--- src/rtl/mcpwm_pkg.sv ---
package mcpwm_pkg;
  // Control word field positions
  localparam int unsigned RUN_BIT  = 0;
  localparam int unsigned CEN_BIT  = 1;
  localparam int unsigned DTE_BIT  = 2;
  localparam int unsigned HOLD_BIT = 3;
  localparam int unsigned POLA_BIT = 4;
  localparam int unsigned POLB_BIT = 5;
  localparam int unsigned DT_LSB   = 16;

  typedef enum logic [1:0] {
    SEL_PERIOD = 2'd0,
    SEL_WIDTH  = 2'd1,
    SEL_CTRL   = 2'd2,
    SEL_COUNT  = 2'd3
  } reg_sel_e;

  typedef struct packed {
    logic run;
    logic center;
    logic dt_en;
    logic hold;
    logic pol_a;
    logic pol_b;
  } ctl_flags_t;
endpackage

--- src/rtl/mcpwm_regs.sv ---
module mcpwm_regs
  import mcpwm_pkg::*;
#(
  parameter int unsigned CW  = 32,
  parameter int unsigned DTW = 10
) (
  input  logic             clk,
  input  logic             rst,
  input  logic             wr_en,
  input  logic [1:0]       wr_sel,
  input  logic [CW-1:0]    wr_data,
  input  logic [1:0]       rd_sel,
  input  logic             bound,
  input  logic [CW-1:0]    tc,
  output logic [CW-1:0]    per_op,
  output logic [CW-1:0]    wid_op,
  output ctl_flags_t       flags,
  output logic [DTW-1:0]   dt_val,
  output logic [CW-1:0]    rd_data
);
  logic [CW-1:0] per_st, wid_st, ctl_word;
  logic          reload;

  // Stopped: working copies follow staging; running: only at unheld boundary
  assign reload = !flags.run || (bound && !flags.hold);

  always_ff @(posedge clk) begin
    if (rst) begin
      per_st <= '1;
      per_op <= '1;
      wid_st <= '0;
      wid_op <= '0;
      flags  <= '0;
      dt_val <= '0;
    end else begin
      if (reload) begin
        per_op <= per_st;
        wid_op <= wid_st;
      end
      if (wr_en) begin
        case (reg_sel_e'(wr_sel))
          SEL_PERIOD: begin
            per_st <= wr_data;
            if (!flags.run) per_op <= wr_data;
          end
          SEL_WIDTH: begin
            wid_st <= wr_data;
            if (!flags.run) wid_op <= wr_data;
          end
          SEL_CTRL: begin
            flags.run    <= wr_data[RUN_BIT];
            flags.center <= wr_data[CEN_BIT];
            flags.dt_en  <= wr_data[DTE_BIT];
            flags.hold   <= wr_data[HOLD_BIT];
            flags.pol_a  <= wr_data[POLA_BIT];
            flags.pol_b  <= wr_data[POLB_BIT];
            dt_val       <= wr_data[DT_LSB +: DTW];
          end
          default: ;
        endcase
      end
    end
  end

  always_comb begin
    ctl_word                 = '0;
    ctl_word[RUN_BIT]        = flags.run;
    ctl_word[CEN_BIT]        = flags.center;
    ctl_word[DTE_BIT]        = flags.dt_en;
    ctl_word[HOLD_BIT]       = flags.hold;
    ctl_word[POLA_BIT]       = flags.pol_a;
    ctl_word[POLB_BIT]       = flags.pol_b;
    ctl_word[DT_LSB +: DTW]  = dt_val;
  end

  always_ff @(posedge clk) begin
    if (rst) rd_data <= '0;
    else begin
      case (reg_sel_e'(rd_sel))
        SEL_PERIOD: rd_data <= per_op;
        SEL_WIDTH:  rd_data <= wid_op;
        SEL_CTRL:   rd_data <= ctl_word;
        SEL_COUNT:  rd_data <= tc;
        default:    rd_data <= '0;
      endcase
    end
  end
endmodule

--- src/rtl/mcpwm_timer.sv ---
module mcpwm_timer #(
  parameter int unsigned CW = 32
) (
  input  logic          clk,
  input  logic          rst,
  input  logic          run,
  input  logic          center,
  input  logic [CW-1:0] per_op,
  output logic [CW-1:0] tc,
  output logic          cnt_down,
  output logic          edge_hit,
  output logic          bound
);
  logic at_top;

  assign at_top   = (tc >= per_op);
  assign edge_hit = run && !center && at_top;
  assign bound    = edge_hit || (run && center && cnt_down && (tc == '0));

  always_ff @(posedge clk) begin
    if (rst || !run) begin
      tc       <= '0;
      cnt_down <= 1'b0;
    end else if (!center) begin
      tc <= at_top ? '0 : tc + CW'(1);
    end else if (!cnt_down) begin
      if (at_top) begin
        cnt_down <= 1'b1;
        tc       <= (tc == '0) ? '0 : tc - CW'(1);
      end else begin
        tc <= tc + CW'(1);
      end
    end else if (tc == '0) begin
      cnt_down <= 1'b0;
      tc       <= CW'(1);
    end else begin
      tc <= tc - CW'(1);
    end
  end
endmodule

--- src/rtl/mcpwm_outgen.sv ---
module mcpwm_outgen #(
  parameter int unsigned CW  = 32,
  parameter int unsigned DTW = 10
) (
  input  logic           clk,
  input  logic           rst,
  input  logic           run,
  input  logic           dt_en,
  input  logic           pol_a,
  input  logic           pol_b,
  input  logic           edge_hit,
  input  logic [CW-1:0]  tc,
  input  logic [CW-1:0]  wid_op,
  input  logic [DTW-1:0] dt_val,
  output logic           out_a,
  output logic           out_b
);
  logic           a_on, b_req, b_req_q;
  logic [DTW-1:0] dt_q, dt_nxt;

  assign a_on  = run && (tc < wid_op) && !edge_hit;
  assign b_req = run && !a_on;

  always_comb begin
    if (!dt_en || !b_req)  dt_nxt = '0;
    else if (!b_req_q)     dt_nxt = dt_val;
    else if (dt_q != '0)   dt_nxt = dt_q - DTW'(1);
    else                   dt_nxt = '0;
  end

  always_ff @(posedge clk) begin
    if (rst) begin
      out_a   <= 1'b0;
      out_b   <= 1'b0;
      dt_q    <= '0;
      b_req_q <= 1'b0;
    end else begin
      out_a   <= a_on ^ pol_a;
      out_b   <= (b_req && (dt_nxt == '0)) ^ pol_b;
      dt_q    <= dt_nxt;
      b_req_q <= b_req;
    end
  end
endmodule

--- src/rtl/mcpwm_chan.sv ---
module mcpwm_chan
  import mcpwm_pkg::*;
#(
  parameter int unsigned CNT_W = 32,
  parameter int unsigned DT_W  = 10
) (
  input  logic             clk,
  input  logic             rst,
  input  logic             wr_en,
  input  logic [1:0]       wr_sel,
  input  logic [CNT_W-1:0] wr_data,
  input  logic [1:0]       rd_sel,
  output logic [CNT_W-1:0] rd_data,
  output logic             out_a,
  output logic             out_b
);
  ctl_flags_t       flags;
  logic [CNT_W-1:0] per_op, wid_op, tc;
  logic [DT_W-1:0]  dt_val;
  logic             cnt_down, edge_hit, bound;
  logic             run_w, center_w, dten_w, hold_w, pola_w, polb_w;

  assign run_w    = flags.run;
  assign center_w = flags.center;
  assign dten_w   = flags.dt_en;
  assign hold_w   = flags.hold;
  assign pola_w   = flags.pol_a;
  assign polb_w   = flags.pol_b;

  mcpwm_regs #(.CW(CNT_W), .DTW(DT_W)) u_regs (
    .clk(clk), .rst(rst), .wr_en(wr_en), .wr_sel(wr_sel), .wr_data(wr_data),
    .rd_sel(rd_sel), .bound(bound), .tc(tc), .per_op(per_op), .wid_op(wid_op),
    .flags(flags), .dt_val(dt_val), .rd_data(rd_data)
  );

  mcpwm_timer #(.CW(CNT_W)) u_timer (
    .clk(clk), .rst(rst), .run(run_w), .center(center_w), .per_op(per_op),
    .tc(tc), .cnt_down(cnt_down), .edge_hit(edge_hit), .bound(bound)
  );

  mcpwm_outgen #(.CW(CNT_W), .DTW(DT_W)) u_out (
    .clk(clk), .rst(rst), .run(run_w), .dt_en(dten_w), .pol_a(pola_w),
    .pol_b(polb_w), .edge_hit(edge_hit), .tc(tc), .wid_op(wid_op),
    .dt_val(dt_val), .out_a(out_a), .out_b(out_b)
  );
endmodule

--- config.mk ---
export PLATFORM = sky130hd
export DESIGN_NAME = mcpwm_chan
export DESIGN_NICKNAME = d
export VERILOG_FILES = /design/src/rtl/mcpwm_pkg.sv /design/src/rtl/mcpwm_regs.sv /design/src/rtl/mcpwm_timer.sv /design/src/rtl/mcpwm_outgen.sv /design/src/rtl/mcpwm_chan.sv
export SDC_FILE = /design/constraint.sdc
export NUM_CORES = 1
export LEC_CHECK = 0
export BUFFER_PORTS_ARGS = -buffer_cell sky130_fd_sc_hd__buf_2
export CAP_MARGIN = 10
export CELL_PAD_IN_SITES_DETAIL_PLACEMENT = 1
export CELL_PAD_IN_SITES_GLOBAL_PLACEMENT = 1
export CORE_MARGIN = 4
export CORE_UTILIZATION = 42
export DETAILED_ROUTE_END_ITERATION = 10
export GPL_TIMING_DRIVEN = 0
export PLACE_DENSITY = 0.77
export SYNTH_ARGS = -nofsm -noshare
export SYNTH_HDL_FRONTEND = slang
export SYNTH_SLANG_ARGS = --single-unit
--- constraint.sdc ---
create_clock -name clk -period 3.2 [get_ports clk]
set_input_delay 0.48 -clock clk [delete_from_list [all_inputs] [get_ports clk]]
set_output_delay 0.48 -clock clk [all_outputs]
set_load 0.01 [all_outputs]
==> results of run 1 <==
## registers in the layout, indices dropped and copies added, names as in the netlist
| name | flops |
|---|---|
| u_regs.per_op | 32 |
| u_timer.tc | 32 |
| u_regs.wid_st | 32 |
| u_out.b_req_q | 1 |
| u_regs.dt_val | 10 |
| u_regs.wid_op | 32 |
| u_regs.rd_data | 32 |
| u_timer.cnt_down | 1 |
| u_out.out_b | 1 |
| u_regs.per_st | 32 |
| u_out.dt_q | 10 |
| u_regs.flags | 6 |
| u_out.out_a | 1 |
## power breakdown
part / switching [mW] / leakage [nW] / internal, mW
registers: 0.0899 / 1.82 / 2.86
clock network: 1.32 / 0.477 / 2.04
logic: 0.410 / 3.59 / 0.256
total: 1.82 / 5.89 / 5.15
## cells by family after synthesis
family | after synthesis | share of synthesized area
compound gates | 338 | 0.182
xor+xnor | 7 | 0.00511
fa+ha+maj | 66 | 0.0689
buf+inv | 177 | 0.0588
flops | 222 | 0.371
mux | 66 | 0.0718
simple gates | 625 | 0.243
## through the flow
stage | setup slack, ps | hold WS, ps
final | -85.8 | 197
after global routing | -102 | 194
after CTS | -101 | 177
after detailed placement | -906 | 445
after global placement | -824 | 430
after floorplan | 0.283 | 423
## area by class of cell
class                   instances  area (um2)
flip-flops and latches        222        4470
repair buffers                100         631
clock buffers                  31         721
fillers                      3406       13200
clock inverters                19         254
well taps                     378         473
plain buffers                 100         520
multi-input cells            1102        7370
inverters                      75         287
## synthesized netlist by cell type (6+ instances only)
library cell,number,area [um2]
or2_2,6,37.5
a211oi_1,46,345
a221oi_1,12,105
nor2_1,181,679
nor2b_1,22,138
a22oi_1,6,45.0
nand2_1,205,769
nor3_1,25,125
nand3_1,56,280
inv_1,75,282
dfxtp_1,222,4440
a21oi_2,9,78.8
nand4_1,15,93.8
or4_1,11,82.6
or3_1,13,81.3
buf_1,8,30.0
ha_1,66,826
o21ai_0,36,180
and3_1,11,68.8
nor4_1,11,68.8
a21oi_1,137,686
clkbuf_1,84,315
mux4_2,16,360
o211ai_1,36,270
mux2i_1,50,500
a31oi_1,12,75.1
nand2b_1,43,269
o22ai_1,6,37.5
## path summary, 6_finish.rpt
kind / to / cells after the start / slack (ps) / startpoint
setup / recovery: u_regs.wid_op[19] / 11 / -90 / u_timer.tc[3]
hold / removal: u_regs.wid_st[28] / 3 / 200 / wr_data[28]
setup reg to reg: u_regs.wid_op[19] / 11 / -90 / u_timer.tc[3]
hold reg to reg: u_regs.wid_st[10] / 2 / 460 / u_regs.wid_st[10]
## per-layer routing
layer,track usage,vias to the layer above,wire length (um)
met5,0,-,13
met4,0.0851,2,1550
met3,0.0372,100,2380
met2,0.462,366,21000
met1,0.362,5865,19600
li1,-,5552,-
## critical path, stage by stage (launching register included)
cell      delay [ps]
dfxtp_1          340
buf_4            190
or3b_4           430
or3_4            410
or4_4            560
o31ai_4          240
o311ai_4         190
and2_4           190
buf_12           150
buf_12           140
a21oi_2          170
a211oi_1         120
## repair_timing
action / 4_1_cts / 5_1_grt
setup endpoints to repair: 96 / 102
pin swaps: 12 / 31
hold endpoints to repair: 0 / 0
gates cloned: 1 / 2
buffers inserted: 14 / 13
gates resized for setup: 80 / 99
## cells in the final DEF, fill, tap and decap left out, types with 6 or more instances in the layout
cell type	synthesis	final
a211oi_2	0	21
mux2i_1	50	50
nor4_1	11	9
a21oi_4	0	19
and3_1	11	11
a22oi_1	6	6
a31oi_1	12	12
a211oi_1	46	24
clkbuf_16	0	29
or3_1	13	8
nand4_1	15	15
a21oi_2	9	11
buf_4	1	33
mux4_2	16	16
o21ai_0	36	36
nand2_1	205	203
clkbuf_1	84	67
ha_1	66	65
buf_1	8	8
o22ai_1	6	6
dfxtp_1	222	209
nor2b_1	22	22
a21oi_1	137	116
o211ai_1	36	36
dfxtp_2	0	9
nand2b_1	43	42
a221oi_1	12	9
clkinv_2	0	7
nor2_1	181	179
nand3_1	56	55
clkbuf_2	0	7
inv_1	75	73
buf_2	5	71
or4_1	11	8
nor3_1	25	24
==> flow_summary.toml, run 1 <==
[drt]
first_iter_violations = 893
drt-pass1-iter-count = 5
drcViolationCount = 0
vias = 11900
avgRoutedWirePerCell_um = 21.9
via_per_inst = 5.86
ant_nets = 0
wl_mm = 44.5

[placement]
gp_congestion = 0.928
dpl.cell_count = 1949
post-dp-hpwl_mm = 32.7
placed_cell_area_um2 = 12800
portBuffers = 70

[sta]
slew_headroom = 0.230
rsz0062_at_grt = "yes"
drv_slew = 0
setup_violations = 21
post-route-min-period_ps = 3290
max_slew.worst_pin.slew_ps = 1160
tns_ps = -551
finalCritPeriodShare = 1.03
skew_ps = 11.0
setup_slack_ps = -85.8
hold_viol = 0
max_freq_mhz = 304

[power]
p_per_area_nw_per_um2 = 473
p_total_mw = 6.97
ir_drop_mv = 0.421
leakagePower_nw = 5.89

[worst_setup_path]
end_kind = "register"
start_kind = "register"
path_class = "register to register"
cp_data_required_time_ps = 3600
critPathMaxFanout = 10
arrival_ps = 3690

[cells_and_area]
area_delta_synth_final_pct = 22.8
postLayoutCellArea_um2 = 14700
drive_gt1_frac = 0.185
final_util = 0.527
nNetsFinal = 1733
stdcell_count = 2027
antenna_cells = 0

[global_route]
grt_pass1_wl_mm = 67.6
grt_max_degree = 15
grt_overflow_total = 0
grt_pass1_vias = 12100
track_usage = 0.273
grt_antenna_before_repair = 1

[clock_tree]
cts_root_buf = "clkbuf_16"
clockBufferDepth = 3
clk_pin_slew_worst_paths_ps = 60
htreeDepth = 1
cts.sinks = 222
cts_tree = "built"
numCtsBuffers = 27
insertion_delay_ps = 560
cts_hold_buffers = 0

[synthesis]
netlist_instances = 1501
synth_area_um2 = 12000
async_reset_ff_frac = 0
syn_nets = 1606
yosysSeqAreaShare = 0.371
synth_area_per_cell_um2 = 7.99
synthFlopType = "dfxtp_1"
yosys_register_bits = 222
yosysUniqueCellTypes = 67
yosys_warnings = 0
synth_edf_count = 0

[floorplan]
fp.dieW_um = 177
initial_core_util = 0.429
io_pins = 73
fp.dieH_um = 177
coreArea_um2 = 27900
rows = 61
die-area_um2 = 31300

[run_status]
run_status = "finished, violations left"
violations = "negative setup slack"

[run]
maxCapViolCount = 0

[hold_path]
hold_class = "input port to register"
Power figures use the tool's default switching activity.
==> run 2: changes to the inputs <==
ABC_AREA = 1   (was unset)
CAP_MARGIN = 20   (was 10)
CORE_UTILIZATION = 41   (was 42)
==> run 2 against run 1 <==
Net effect: the run now ends clean; combinational power grew 19%; via count grew 3.1%; worst hold slack gained 8.8 ps; clock-buffer cell count grew 3; global-route usage shrank 0.44 points.
==> flow_summary.toml, run 2 <==
[synthesis]
netlist_instances = 1715
yosysSeqAreaShare = 0.361
synthTopCellsByCount = "nand2_1 (299), inv_1 (233), dfxtp_1 (222)"
yosysMostFrequentCell = "nand2_1"
synth_area_um2 = 12300
synthTopCellsByArea = "dfxtp_1 (36%), nand2_1 (9.1%), o21ai_0 (7.7%), inv_1 (7.1%), ha_1 (6.7%)"
synth_top_area_cell = "dfxtp_1"
yosysUniqueCellTypes = 50
synth_area_per_cell_um2 = 7.18
syn_nets = 1820
yosys_warnings = 0
yosys_register_bits = 222
synth_edf_count = 0
synth_top_area_share = 0.361
synthFlopType = "dfxtp_1"
async_reset_ff_frac = 0

[sta]
setup_violations = 0
skew_ps = 23.2
drv_slew = 0
max_slew.worst_pin.slew_ps = 891
hold_viol = 0
slew_headroom = 0.406
post-route-min-period_ps = 2910
finalCritPeriodShare = 0.908
setup_slack_ps = 293
whs_ps = 206
tns_ps = 0
rsz0062_at_grt = "no"
max_freq_mhz = 344

[clock_tree]
numCtsBuffers = 27
htreeDepth = 1
clockBufferDepth = 3
insertion_delay_ps = 560
post_cts_buffers = 0
clk_pin_slew_worst_paths_ps = 60
cts.sinks = 222
cts_root_buf = "clkbuf_16"
cts_tree = "built"

[worst_setup_path]
cp_data_required_time_ps = 3590
arrival_ps = 3300
rr_worst_depth = 14
r2r_start = "u_timer.tc[17]"
cp-startpoint = "u_timer.tc[17]"
worstReg2RegEnd = "u_timer.tc[2]"
cp_num_buf_inv = 3
crit_cells = 14
crit_top_cell = "nand2_1"
critPathMaxStageDelay_ps = 630
critPathMaxFanout = 10
endpoint = "u_timer.tc[2]"
crit_slowest_cell = "dfxtp_1"
r2r_slack_ps = 290
path_class = "register to register"
end_kind = "register"
start_kind = "register"
crit_family = "buffers and inverters"
cp_cell_sequence = "ha_1 -> a21oi_1 -> o21ai_0 -> nand2_1 -> nand2_1 -> a21oi_1 -> nand2_1 -> inv_1 -> nand2_1 -> nand2_1 -> clkinvlp_4 -> clkbuf_4 -> nand2_1 -> a21oi_1"

[placement]
dpl.cell_count = 2176
post-dp-hpwl_mm = 34.8
pre_cts_ws_ps = 51.8
placed_cell_area_um2 = 13200
gp_congestion = 0.919
portBuffers = 71

[floorplan]
fp.dieW_um = 181
rows = 63
coreArea_um2 = 29600
fp.dieH_um = 181
initial_core_util = 0.416
die-area_um2 = 32900
io_pins = 73

[drt]
via_per_inst = 5.50
drt-pass1-iter-count = 7
avgRoutedWirePerCell_um = 20.4
vias = 12300
drcViolationCount = 0
ant_nets = 0
first_iter_violations = 853
wl_mm = 45.5

[run_status]
run_status = "completed"

[cells_and_area]
area_delta_synth_final_pct = 15.1
nNetsFinal = 1920
fill_cells = 3845
mostFrequentLayoutCell = "nand2_1"
postLayoutCellArea_um2 = 14200
stdcell_count = 2227
drive_gt1_frac = 0.159
final_util = 0.478
most-common-layout-cells = "nand2_1 (298), inv_1 (232), dfxtp_1 (215), o21ai_0 (190), nor2_1 (158)"

[global_route]
grt_overflow_total = 0
grt_antenna_before_repair = 1
grt_max_degree = 14
track_usage = 0.269
grt_pass1_vias = 12800
grt_pass1_wl_mm = 70.6

[run]
maxCapViolCount = 0

[power]
p_total_mw = 7.18
leakagePower_nw = 6.50
ir_drop_mv = 0.422
p_per_area_nw_per_um2 = 507

[hold_path]
hold_class = "input port to register"
==> run 2: worst min-delay path, delay by kind of cell <==
kind	cells	cell delay (ps)
AOI/OAI and AO/OA	1	50
buffers and inverters	1	120
and+or+nand+nor	1	80
==> run 2: how the worst min path moves through the flow <==
stage,from,endpoint,cells past startpoint
final,wr_data[22],u_regs.wid_op[22],3
after global routing,wr_data[22],u_regs.wid_op[22],3
after CTS,wr_data[22],u_regs.wid_op[22],3
after detailed placement,u_regs.per_st[30],u_regs.per_st[30],2
after global placement,u_regs.per_st[30],u_regs.per_st[30],2
after floorplan,u_regs.per_st[30],u_regs.per_st[30],2
==> run 2: where the power goes <==
| group | total (mW) | internal [mW] | switching (mW) |
|---|---|---|---|
| clock | 3.42 | 2.11 | 1.31 |
| sequential | 2.96 | 2.89 | 0.0703 |
| combinational | 0.796 | 0.251 | 0.545 |
| total | 7.18 | 5.26 | 1.93 |
==> run 2: cell type report <==
type                    count  area (um2)  share of cell area
clock buffers              34         732              0.0516
inverters                 248         938              0.0662
flip-flops and latches    222        4450               0.314
clock inverters            16         251              0.0177
diodes                      1        2.50            0.000176
multi-input cells        1163        6560               0.463
repair buffers             71         355              0.0251
well taps                 390         488              0.0344
plain buffers              82         400              0.0282
==> run 2: metal layers <==
layer | routed length (um) | global-route usage | vias up
li1 | - | - | 5838
met1 | 20000 | 0.350 | 6005
met2 | 21700 | 0.464 | 348
met3 | 2690 | 0.0447 | 62
met4 | 1110 | 0.0672 | 0
met5 | 0 | 0 | -
==> run 2: cell families after synthesis <==
logic type                 after synthesis  synth area share
muxes                                    1          0.000914
and+or+nand+nor                        616             0.219
AOI/OAI and AO/OA                      452             0.225
adders and majority gates               66            0.0670
DFF                                    222             0.361
xor gates and xnor gates                28            0.0199
buffers and inverters                  330             0.108
==> run 2: what timing repair did <==
action                                  in CTS  in global routing
endpoints found under the setup margin       1                 27
gates resized for setup                      1                 13
hold buffers                                 0                  0
